## src/rtl/rmw_ecc_pkg.sv

```systemverilog
package rmw_ecc_pkg;
  localparam int DATA_W  = 64;
  localparam int CODE_W  = 72;
  localparam int LANES   = DATA_W / 8;
  localparam int SYN_W   = 7;

  typedef enum logic [1:0] {ST_IDLE, ST_READ, ST_MERGE, ST_WRITE} rmw_state_t;

  function automatic logic is_pow2(input int pos);
    return (pos & (pos - 1)) == 0;
  endfunction

  // Hamming positions 1..71 with parity at powers of two, overall parity in bit 0
  function automatic logic [CODE_W-1:0] code_word(input logic [DATA_W-1:0] d);
    logic [CODE_W-1:0] cw;
    int j;
    cw = '0;
    j = 0;
    for (int i = 1; i < CODE_W; i++) begin
      if (!is_pow2(i)) begin
        cw[i] = d[j];
        j++;
      end
    end
    for (int k = 0; k < SYN_W; k++) begin
      logic p;
      p = 1'b0;
      for (int i = 1; i < CODE_W; i++)
        if (((i >> k) & 1) == 1 && !is_pow2(i)) p ^= cw[i];
      cw[1 << k] = p;
    end
    cw[0] = ^cw[CODE_W-1:1];
    return cw;
  endfunction

  function automatic logic [DATA_W-1:0] code_data(input logic [CODE_W-1:0] cw);
    logic [DATA_W-1:0] d;
    int j;
    d = '0;
    j = 0;
    for (int i = 1; i < CODE_W; i++) begin
      if (!is_pow2(i)) begin
        d[j] = cw[i];
        j++;
      end
    end
    return d;
  endfunction
endpackage

```

## src/rtl/secded_enc.sv

```systemverilog
module secded_enc
  import rmw_ecc_pkg::*;
(
  input  logic [DATA_W-1:0] data_in,
  output logic [CODE_W-1:0] code_out
);
  always_comb code_out = code_word(data_in);
endmodule

```

## src/rtl/secded_dec.sv

```systemverilog
module secded_dec
  import rmw_ecc_pkg::*;
(
  input  logic [CODE_W-1:0] code_in,
  output logic [DATA_W-1:0] raw_data,
  output logic [DATA_W-1:0] fixed_data,
  output logic              single_err,
  output logic              double_err
);
  logic [SYN_W-1:0]  syn;
  logic              par;
  logic [CODE_W-1:0] repaired;

  always_comb begin
    syn = '0;
    for (int i = 1; i < CODE_W; i++)
      if (code_in[i]) syn ^= SYN_W'(i);
    par        = ^code_in;
    repaired   = code_in;
    single_err = 1'b0;
    double_err = 1'b0;
    if (par) begin
      if (int'(syn) < CODE_W) begin
        repaired[syn] = ~code_in[syn];
        single_err    = 1'b1;
      end else begin
        double_err = 1'b1;
      end
    end else if (syn != '0) begin
      double_err = 1'b1;
    end
    raw_data   = code_data(code_in);
    fixed_data = code_data(repaired);
  end


  single_double_excl_chk: assert final (!(single_err && double_err));
endmodule

```

## src/rtl/lane_merge.sv

```systemverilog
module lane_merge
  import rmw_ecc_pkg::*;
(
  input  logic [DATA_W-1:0] old_word,
  input  logic [DATA_W-1:0] new_word,
  input  logic [LANES-1:0]  lane_en,
  output logic [DATA_W-1:0] merged
);
  for (genvar g = 0; g < LANES; g++) begin : g_lane
    assign merged[8*g +: 8] = lane_en[g] ? new_word[8*g +: 8] : old_word[8*g +: 8];
  end
endmodule

```

## src/rtl/rmw_ecc_ctrl.sv

```systemverilog
module rmw_ecc_ctrl
  import rmw_ecc_pkg::*;
#(
  parameter int AW = 8
) (
  input  logic              clk,
  input  logic              rst,
  input  logic              ecc_en,
  input  logic              req_valid,
  output logic              req_ready,
  input  logic              req_write,
  input  logic [AW-1:0]     req_addr,
  input  logic [LANES-1:0]  req_be,
  input  logic [DATA_W-1:0] req_wdata,
  output logic              rsp_valid,
  output logic [DATA_W-1:0] rsp_rdata,
  output logic              rsp_err,
  output logic              corr_err,
  output logic              ecc_alarm,
  output logic              mem_en,
  output logic              mem_we,
  output logic [AW-1:0]     mem_addr,
  output logic [CODE_W-1:0] mem_wdata,
  input  logic [CODE_W-1:0] mem_rdata
);
  rmw_state_t        state;
  logic              op_write;
  logic [LANES-1:0]  op_be;
  logic [DATA_W-1:0] op_wdata;

  logic [DATA_W-1:0] dec_raw, dec_fixed, old_word, merged, enc_in;
  logic              dec_single, dec_double, flag_ce, flag_ue;
  logic [CODE_W-1:0] enc_out;
  logic              accept, full_wr;

  secded_dec u_dec (
    .code_in   (mem_rdata),
    .raw_data  (dec_raw),
    .fixed_data(dec_fixed),
    .single_err(dec_single),
    .double_err(dec_double)
  );

  assign flag_ce  = ecc_en && dec_single;
  assign flag_ue  = ecc_en && dec_double;
  assign old_word = ecc_en ? dec_fixed : dec_raw;

  lane_merge u_merge (
    .old_word(old_word),
    .new_word(op_wdata),
    .lane_en (op_be),
    .merged  (merged)
  );

  // one encoder shared by the direct write and the write-back
  assign enc_in = (state == ST_MERGE) ? merged : req_wdata;

  secded_enc u_enc (
    .data_in (enc_in),
    .code_out(enc_out)
  );

  assign req_ready = (state == ST_IDLE);
  assign accept    = req_valid && req_ready;
  assign full_wr   = req_write && (&req_be);

  always_ff @(posedge clk) begin
    if (rst) begin
      state     <= ST_IDLE;
      op_write  <= 1'b0;
      op_be     <= '0;
      op_wdata  <= '0;
      mem_en    <= 1'b0;
      mem_we    <= 1'b0;
      mem_addr  <= '0;
      mem_wdata <= '0;
      rsp_valid <= 1'b0;
      rsp_rdata <= '0;
      rsp_err   <= 1'b0;
      corr_err  <= 1'b0;
      ecc_alarm <= 1'b0;
    end else begin
      mem_en    <= 1'b0;
      mem_we    <= 1'b0;
      rsp_valid <= 1'b0;
      corr_err  <= 1'b0;
      ecc_alarm <= 1'b0;
      case (state)
        ST_IDLE: begin
          if (accept) begin
            op_write <= req_write;
            op_be    <= req_be;
            op_wdata <= req_wdata;
            mem_en   <= 1'b1;
            mem_addr <= req_addr;
            if (full_wr) begin
              mem_we    <= 1'b1;
              mem_wdata <= enc_out;
            end else begin
              state <= ST_READ;
            end
          end
        end
        ST_READ: state <= ST_MERGE;
        ST_MERGE: begin
          corr_err  <= flag_ce;
          ecc_alarm <= flag_ue;
          if (op_write) begin
            mem_en    <= 1'b1;
            mem_we    <= 1'b1;
            mem_wdata <= enc_out;
            state     <= ST_WRITE;
          end else begin
            rsp_valid <= 1'b1;
            rsp_rdata <= old_word;
            rsp_err   <= flag_ue;
            state     <= ST_IDLE;
          end
        end
        default: state <= ST_IDLE;
      endcase
    end
  end


  full_write_direct_chk: assert property (@(posedge clk) disable iff (rst)
    (accept && full_wr) |=> (mem_en && mem_we && req_ready));


  narrow_reads_first_chk: assert property (@(posedge clk) disable iff (rst)
    (accept && !full_wr) |=> (mem_en && !mem_we && !req_ready));


  narrow_writes_back_chk: assert property (@(posedge clk) disable iff (rst)
    (accept && req_write && !full_wr) |-> ##3 (mem_en && mem_we));


  read_rsp_due_chk: assert property (@(posedge clk) disable iff (rst)
    (accept && !req_write) |-> ##3 rsp_valid);


  err_rsp_alarm_chk: assert property (@(posedge clk) disable iff (rst)
    (rsp_valid && rsp_err) |-> ecc_alarm);


  quiet_when_off_chk: assert property (@(posedge clk) disable iff (rst)
    !$past(ecc_en) |-> (!corr_err && !ecc_alarm && !(rsp_valid && rsp_err)));


  flags_excl_chk: assert property (@(posedge clk) disable iff (rst)
    $onehot0({corr_err, ecc_alarm}));
endmodule

```

## config.mk

```make
export PLATFORM = sky130hd
export DESIGN_NAME = rmw_ecc_ctrl
export DESIGN_NICKNAME = d
export VERILOG_FILES = /design/src/rtl/rmw_ecc_pkg.sv /design/src/rtl/secded_enc.sv /design/src/rtl/secded_dec.sv /design/src/rtl/lane_merge.sv /design/src/rtl/rmw_ecc_ctrl.sv
export SDC_FILE = /design/constraint.sdc
export NUM_CORES = 1
export LEC_CHECK = 0
export BUFFER_PORTS_ARGS = -buffer_cell sky130_fd_sc_hd__buf_4
export CORE_MARGIN = 5
export CORE_UTILIZATION = 51
export CTS_CLUSTER_SIZE = 16
export DETAILED_ROUTE_END_ITERATION = 8
export GPL_TIMING_DRIVEN = 0
export PLACE_DENSITY = 0.85
export SLEW_MARGIN = 20
export SYNTH_ARGS = -nofsm -noshare
export SYNTH_HDL_FRONTEND = slang
export SYNTH_SLANG_ARGS = --single-unit
```

## constraint.sdc

```tcl
create_clock -name clk -period 5.85 [get_ports clk]
set_clock_uncertainty 0.2 [all_clocks]
set_input_delay 0.2925 -clock clk [delete_from_list [all_inputs] [get_ports clk]]
set_output_delay 0.2925 -clock clk [all_outputs]
set_load 0.03 [all_outputs]
```

==> results of run 1 <==
==> stage by stage <==
| stage | util, % | hold WS, ps | area, sq um | setup slack (ps) |
|---|---|---|---|---|
| 3_3_place_gp | 61.3 | 236 | 16900 | -1590 |
| 6_report | 72.2 | 34.2 | 19900 | -33.9 |
| 5_1_grt | 72.2 | 36.8 | 19900 | -55.9 |
| 4_1_cts | 69.3 | 4.05 | 19100 | 5.26 |
| 3_5_place_dp | 61.3 | 245 | 16900 | -1570 |
| 2_1_floorplan | - | 228 | 14100 | 472 |
==> state kept, by name, indices dropped and copies added, names as in the netlist <==
name       flops
mem_wdata     72
op_wdata      64
rsp_rdata     64
mem_addr       8
op_be          8
state          2
corr_err       1
ecc_alarm      1
mem_en         1
mem_we         1
op_write       1
rsp_err        1
rsp_valid      1
==> final cells by class <==
| class | count | share of cell area [%] |
|---|---|---|
| clock inverters | 10 | 0.453 |
| well taps | 378 | 2.38 |
| flip-flops and latches | 225 | 22.6 |
| clock buffers | 32 | 3.54 |
| plain buffers | 118 | 2.67 |
| repair buffers | 452 | 18.2 |
| multi-input cells | 1418 | 49.8 |
| inverters | 16 | 0.302 |
==> logic make-up (layout without fill, tap and decap cells) <==
kind of cell	count (synthesis)	count (layout)	share of synthesized area, %
compound gates	499	499	22.8
xor+xnor	260	260	20.0
buf+inv	135	628	3.88
flops	225	225	31.9
mux	23	23	1.64
simple gates	636	636	19.8
==> layout by cell type (no fill, tap or decap), types with 9 or more instances in the layout <==
master                          instances
sky130_fd_sc_hd__dlygate4sd3_1         90
sky130_fd_sc_hd__xnor3_1               17
sky130_fd_sc_hd__buf_4                362
sky130_fd_sc_hd__nor2_1               200
sky130_fd_sc_hd__clkbuf_1              87
sky130_fd_sc_hd__nand2_1              265
sky130_fd_sc_hd__a21o_1                13
sky130_fd_sc_hd__clkbuf_16             27
sky130_fd_sc_hd__a211oi_1              39
sky130_fd_sc_hd__a311oi_1              11
sky130_fd_sc_hd__o21a_1                 9
sky130_fd_sc_hd__clkbuf_2              11
sky130_fd_sc_hd__nand2b_1              12
sky130_fd_sc_hd__mux2i_1               11
sky130_fd_sc_hd__inv_1                 16
sky130_fd_sc_hd__a31oi_2               11
sky130_fd_sc_hd__dfxtp_1              225
sky130_fd_sc_hd__o211ai_1              10
sky130_fd_sc_hd__a31oi_1               26
sky130_fd_sc_hd__o21ai_0               85
sky130_fd_sc_hd__xnor2_2               35
sky130_fd_sc_hd__xnor2_1              153
sky130_fd_sc_hd__or3_1                 23
sky130_fd_sc_hd__buf_2                  9
sky130_fd_sc_hd__a21oi_1              172
sky130_fd_sc_hd__nor3_1                35
sky130_fd_sc_hd__xor2_1                35
sky130_fd_sc_hd__nand3_1               26
sky130_fd_sc_hd__and3_1                14
==> what timing repair did <==
item / in CTS / in global routing
endpoints found under the setup margin: 8 / 6
resized for setup: 81 / 93
hold buffers: 90 / 0
pin swaps: 10 / 38
hold endpoints to repair: 90 / 0
setup buffers: 14 / 43
==> critical path: stages <==
cell	delay [ps]
sky130_fd_sc_hd__buf_4	150
sky130_fd_sc_hd__xnor2_2	220
sky130_fd_sc_hd__xnor2_2	90
sky130_fd_sc_hd__buf_4	180
sky130_fd_sc_hd__xnor2_2	230
sky130_fd_sc_hd__xnor3_2	640
sky130_fd_sc_hd__xor2_4	360
sky130_fd_sc_hd__buf_8	210
sky130_fd_sc_hd__o21ai_2	170
sky130_fd_sc_hd__clkbuf_2	300
sky130_fd_sc_hd__o221a_2	400
sky130_fd_sc_hd__a21oi_2	300
sky130_fd_sc_hd__nand3_1	300
sky130_fd_sc_hd__a31oi_4	330
sky130_fd_sc_hd__xnor2_1	170
sky130_fd_sc_hd__xor2_1	370
sky130_fd_sc_hd__xnor2_1	210
sky130_fd_sc_hd__xnor3_2	420
sky130_fd_sc_hd__xor3_1	380
sky130_fd_sc_hd__xnor3_1	200
sky130_fd_sc_hd__o31ai_2	180
==> worst min path at each step <==
stage	to	slack [ps]
finish	rsp_rdata[14]	30
CTS	rsp_rdata[14]	4
global route	rsp_rdata[14]	40
detailed placement	op_wdata[35]	240
global placement	op_wdata[31]	240
floorplan	op_wdata[31]	230
==> power by group <==
group / total (uW) / switching (uW) / internal (uW)
clock network: 1580 / 689 / 894
registers: 1650 / 48.6 / 1600
logic: 7400 / 4560 / 2840
==> per-layer routing <==
metal  vias to the layer above  part of all wire [%]  global-route usage (%)
li1                       7176                     -                       -
met5                         -                     0                       0
met4                         0                   6.1                    19.9
met3                       296                    13                    12.0
met2                      1396                    43                    66.0
met1                      7926                    37                    55.9
==> metrics.txt, run 1 <==
average wire per cell in the routed design=roughly 27 um; number of design rule violations left after detail routing=0; area growth from synthesis to final layout=40.8%; final hold viol count=0; DIE AREA=roughly 0.031 sq mm; most area-consuming cells after synthesis=sky130_fd_sc_hd__dfxtp_1 32%, sky130_fd_sc_hd__xnor2_1 11%, sky130_fd_sc_hd__nand2_1 7.1%, sky130_fd_sc_hd__a21oi_1 6.3%, sky130_fd_sc_hd__nor2_1 5.4%; most instantiated flip-flop cell in the synthesis netlist=sky130_fd_sc_hd__dfxtp_1; post-route ant nets=0; total placed cells including tap cells=between 2,000 and 2,500; highest net fanout along the worst path=10; NumNets Final=approximately 2,400; Fill cells=between 2,000 and 2,500; number of antenna cells inserted=0; synthesized instance count=1,778; Final period util=101%; final non-filler cell total=roughly 2,600; total setup violations reported at the end of the flow=1; required time reported for the critical path endpoint=approximately 6100 ps; clock transition at the registers of the reported paths=60 ps; multi-input gate area in the final layout=between 0.009 and 0.01 sq mm; setup_tns=-33.9 ps; standard cell core area=roughly 0.028 sq mm; vias in the first global route=between 15,000 and 20,000; flip-flop and latch count after synthesis=around 230; launch point of the critical path=mem_rdata[61]; final worst slack=-33.9 ps; crit path launch type=primary input; post-synthesis cell area=~0.014 sq mm; top cell types by occurrence after synthesis=268 x sky130_fd_sc_hd__nand2_1, 225 x sky130_fd_sc_hd__dfxtp_1, 204 x sky130_fd_sc_hd__nor2_1; leftover overflow at the end of global routing=0; power density normalized to cell area=between 500 and 600 mW/mm^2; Worst IR Drop VDD=approximately 430 uV; Mapped Nets=approximately 1,900; number of sinks on the clock net=approximately 230; Warnings, synthesis=0; RD Place Congestion=around 1.0; hold path start=mem_rdata[20]; cell type with the largest total area after synthesis=sky130_fd_sc_hd__dfxtp_1; Post-DP HPWL=around 53 mm; number of synthesized flops with an enable pin=0; global router's overall resource usage=42.8%; Placement Rows=between 60 and 70; endpoint kind of the worst setup timing path=register; Distinct cells, synth=85; slew at the pin closest to its max-slew limit=roughly 1100 ps; number of ports placed on the die boundary=around 310; cts bufs inserted=26; DRC marker count from the first detailed-route iteration=roughly 2,500; PnR Total Power=roughly 11,000 uW; Max clock buf depth=3; Die H=~180 um; Seq/Total Area, Yosys=31.9%; kind of critical path=in -> reg; crit path capture=mem_wdata[0]; proportion of layout cells with a drive suffix above 1=a little over a quarter; number of H-tree levels=1; R2R Path Start=state[0]; first-pass GRT wire length=~100 mm; Crit path arrival time=6130 ps; initial antenna violation count=0; clock tree from TritonCTS=done; routed via count divided by cell count=6.34; minimum clock period=5880 ps; total count of max-transition violations in the final report=0; run status=finished with violations; maximum number of pins on one net before global-route repair=14; wire length reported by the detailed router=between 70 and 80 mm; detailed-router iteration count before antenna repair=9; worst r2r path cells=16; leakage power figure=around 0.0078 uW; number of buffers inserted by port buffering=between 300 and 400; max_slew headroom=26.8%; reg-to-reg slack, setup=about 140 ps; Post-Synthesis Mean Instance Area=7.95 sq um; share of flip-flops with an asynchronous set or reset=0%; Max Cap Viol=0; cell at the root of the clock tree=sky130_fd_sc_hd__clkbuf_16; Die X=~180 um; WHS Path Cells=4; library cell with the highest instance count after synthesis=sky130_fd_sc_hd__nand2_1; Crit Reg-Reg Endpoint=mem_wdata[0]; violations in the final reports=setup timing; starting density of the core=approximately half; post-synth top area share=roughly a third; routed via count=16,800; type of the most critical hold path=in -> reg; Sequential cell area=about 0.0045 sq mm; maximum clock frequency=about 0.17 GHz; clock insertion delay at the later pin of the skew report=about 540 ps
(Power assumes the default switching activity.)
==> run 2: changes to the inputs <==
--- a/config.mk
+++ b/config.mk
@@ -6,6 +6,7 @@
 export NUM_CORES = 1
 export LEC_CHECK = 0
 export BUFFER_PORTS_ARGS = -buffer_cell sky130_fd_sc_hd__buf_4
+export CORE_ASPECT_RATIO = 1.75
 export CORE_MARGIN = 5
 export CORE_UTILIZATION = 51
 export CTS_CLUSTER_SIZE = 16
==> metrics.txt, run 2 (same netlist as run 1, synthesis figures left out) <==
RD Place Congestion=1.09 (was 1.04); leftover overflow at the end of global routing=0 (unchanged); slew at the pin closest to its max-slew limit=1100 ps (about the same); routed via count=17,800 (was 16,800); number of design rule violations left after detail routing=2 (was 0); Crit path arrival time=6370 ps (was 6130 ps); hold path start=mem_rdata[24] (was mem_rdata[20]); slowest library cell on the worst path=sky130_fd_sc_hd__a31oi_2 (was sky130_fd_sc_hd__xnor3_2); multi-input gate area in the final layout=0.0104 sq mm (was 0.00990 sq mm); clock insertion delay at the later pin of the skew report=540 ps (about the same); initial antenna violation count=4 (was 0); Worst IR Drop VDD=518 uV (was 430 uV); number of H-tree levels=1 (unchanged); Final period util=105% (was 101%); highest cell delay on the worst timing path=750 ps (was 640 ps); chain of cells forming the critical path=buf_4, xnor3_1, xnor3_2, xnor3_2, xor2_4, buf_12, nor3_4, buf_4, o211ai_1, and4bb_2, nand3_1, a31oi_2, xor2_1, xor2_1, xnor3_1, xnor2_2, xnor3_1, xor3_1, xnor3_1, o31ai_2 (was buf_4, xnor2_2, xnor2_2, buf_4, xnor2_2, xnor3_2, xor2_4, buf_8, o21ai_2, clkbuf_2, o221a_2, a21oi_2, nand3_1, a31oi_4, xnor2_1, xor2_1, xnor2_1, xnor3_2, xor3_1, xnor3_1, o31ai_2); maximum clock frequency=0.163 GHz (was 0.170 GHz); total count of max-transition violations in the final report=0 (unchanged); Die X=136 um (was 176 um); max_slew headroom=26.5% (was 26.8%); required time reported for the critical path endpoint=6100 ps (about the same); launch point of the critical path=mem_rdata[69] (was mem_rdata[61]); average wire per cell in the routed design=31.1 um (was 26.8 um); vias in the first global route=17,200 (was 15,700); clock tree from TritonCTS=done (unchanged); NumNets Final=2,448 (was 2,414); run status=finished with violations (unchanged); final worst slack=-267 ps (was -33.9 ps); max reg flops=72 (unchanged); starting density of the core=51.7% (was 51.3%); DRC marker count from the first detailed-route iteration=2,280 (was 2,539); Max Cap Viol=0 (unchanged); Fill cells=1,971 (was 2,068); clock transition at the registers of the reported paths=80 ps (was 60 ps); proportion of layout cells with a drive suffix above 1=29.0% (was 26.2%); first-pass GRT wire length=115 mm (was 100 mm); Die H=230 um (was 176 um); Crit Reg-Reg Endpoint=mem_wdata[0] (unchanged); registers with the most flip-flops=mem_wdata x72, op_wdata x64, rsp_rdata x64 (unchanged); violations in the final reports=DRC, setup timing (was setup timing); Post-DP HPWL=60.9 mm (was 53.5 mm); standard cell core area=0.0273 sq mm (was 0.0276 sq mm); minimum clock period=6120 ps (was 5880 ps); wire length reported by the detailed router=83.2 mm (was 71.0 mm); DIE AREA=0.0313 sq mm (was 0.0311 sq mm); type of the most critical hold path=in -> reg (unchanged); leakage power figure=0.00812 uW (was 0.00783 uW); Max clock buf depth=3 (unchanged); Most Frequent Cell on Critical Path=sky130_fd_sc_hd__xnor3_1 (was sky130_fd_sc_hd__xnor2_2); total setup violations reported at the end of the flow=3 (was 1); global router's overall resource usage=50.3% (was 42.8%); largest reg by FF count=mem_wdata (unchanged); most common cell after layout, fill and taps aside=sky130_fd_sc_hd__buf_4 (unchanged); crit path launch type=primary input (unchanged); final hold viol count=0 (unchanged); number of ports placed on the die boundary=308 (unchanged); number of sinks on the clock net=225 (unchanged); worst r2r path cells=15 (was 16); Sequential cell area=0.00450 sq mm (unchanged); R2R Path Start=state[0] (unchanged); cell at the root of the clock tree=sky130_fd_sc_hd__clkbuf_16 (unchanged); most frequent cells in the layout=396 x sky130_fd_sc_hd__buf_4, 265 x sky130_fd_sc_hd__nand2_1, 225 x sky130_fd_sc_hd__dfxtp_1 (was 362 x sky130_fd_sc_hd__buf_4, 265 x sky130_fd_sc_hd__nand2_1, 225 x sky130_fd_sc_hd__dfxtp_1); crit path capture=mem_wdata[0] (unchanged); routed via count divided by cell count=6.65 (was 6.34); kind of critical path=in -> reg (unchanged); maximum number of pins on one net before global-route repair=16 (was 14); cts bufs inserted=22 (was 26); endpoint kind of the worst setup timing path=register (unchanged); power density normalized to cell area=551 mW/mm^2 (was 534 mW/mm^2); number of buffers inserted by port buffering=305 (unchanged); reg-to-reg slack, setup=-140 ps (was 140 ps); detailed-router iteration count before antenna repair=9 (unchanged); area growth from synthesis to final layout=46.3% (was 40.8%); worst-case setup slack after placement=-1750 ps (was -1570 ps); final design utilization=75.7% (was 72.2%); PnR Total Power=11,400 uW (was 10,600 uW); highest net fanout along the worst path=5 (was 10); Placement Rows=80 (was 61); post-route ant nets=0 (unchanged); unrepaired setup endpoints after global routing=true
==> run 2: area by class of cell <==
type                            instances  share of cell area [%]
Clock buffer                           30                    3.10
Buffer                                118                    2.66
Inverter                               16                   0.290
Antenna cell                            2                  0.0242
Tap cell                              369                    2.23
Multi-Input combinational cell       1418                    50.4
Timing Repair Buffer                  490                    19.2
Sequential cell                       225                    21.8
Clock inverter                          6                   0.284
==> run 2: what timing repair did <==
item	in CTS	in global routing
gates resized for setup	96	176
hold buffers	87	0
cloned	0	0
hold endpoints to repair	87	0
pin swaps	13	74
buffers inserted	20	78
setup endpoints to repair	12	7
==> run 2: critical path, delay by kind of cell <==
kind / cells / cell delay, ps
buffers and inverters: 3 / 470
xor gates and xnor gates: 11 / 3890
AOI/OAI and AO/OA: 3 / 1070
and+or+nand+nor: 3 / 620
==> run 2: metrics by stage <==
stage / setup TNS [ps] / hold WS [ps] / cells / area, sq um
2_1_floorplan: 0 / 228 / 1778 / 14100
3_3_place_gp: -10110 / 237 / 2452 / 16900
3_5_place_dp: -10300 / 242 / 2452 / 16900
4_1_cts: -44.9 / 9.23 / 2594 / 19100
5_1_grt: -366 / 68.3 / 2673 / 20700
6_report: -346 / 49.5 / 2674 / 20700
==> run 2: layer usage <==
layer,global-route usage [%],up-vias,part of all wire (%)
li1,-,7238,-
met5,0,-,0.032
met3,14.9,706,11
met2,80.3,1681,44
met4,55.4,4,15
met1,48.2,8145,29
==> run 2: how the worst min path moves through the flow <==
stage / end / slack (ps) / cells after the start
finish: rsp_rdata[18] / 50 / 5
global route: rsp_rdata[10] / 70 / 3
CTS: rsp_rdata[9] / 9 / 3
detailed placement: op_wdata[57] / 240 / 2
global placement: op_wdata[57] / 240 / 2
floorplan: op_wdata[31] / 230 / 2
==> run 2: where the power goes <==
| part | leakage [uW] | switching [uW] | internal [uW] |
|---|---|---|---|
| Clock | 0.000350 | 654 | 809 |
| Sequential | 0.00183 | 49.7 | 1600 |
| Combinational | 0.00594 | 5060 | 3230 |
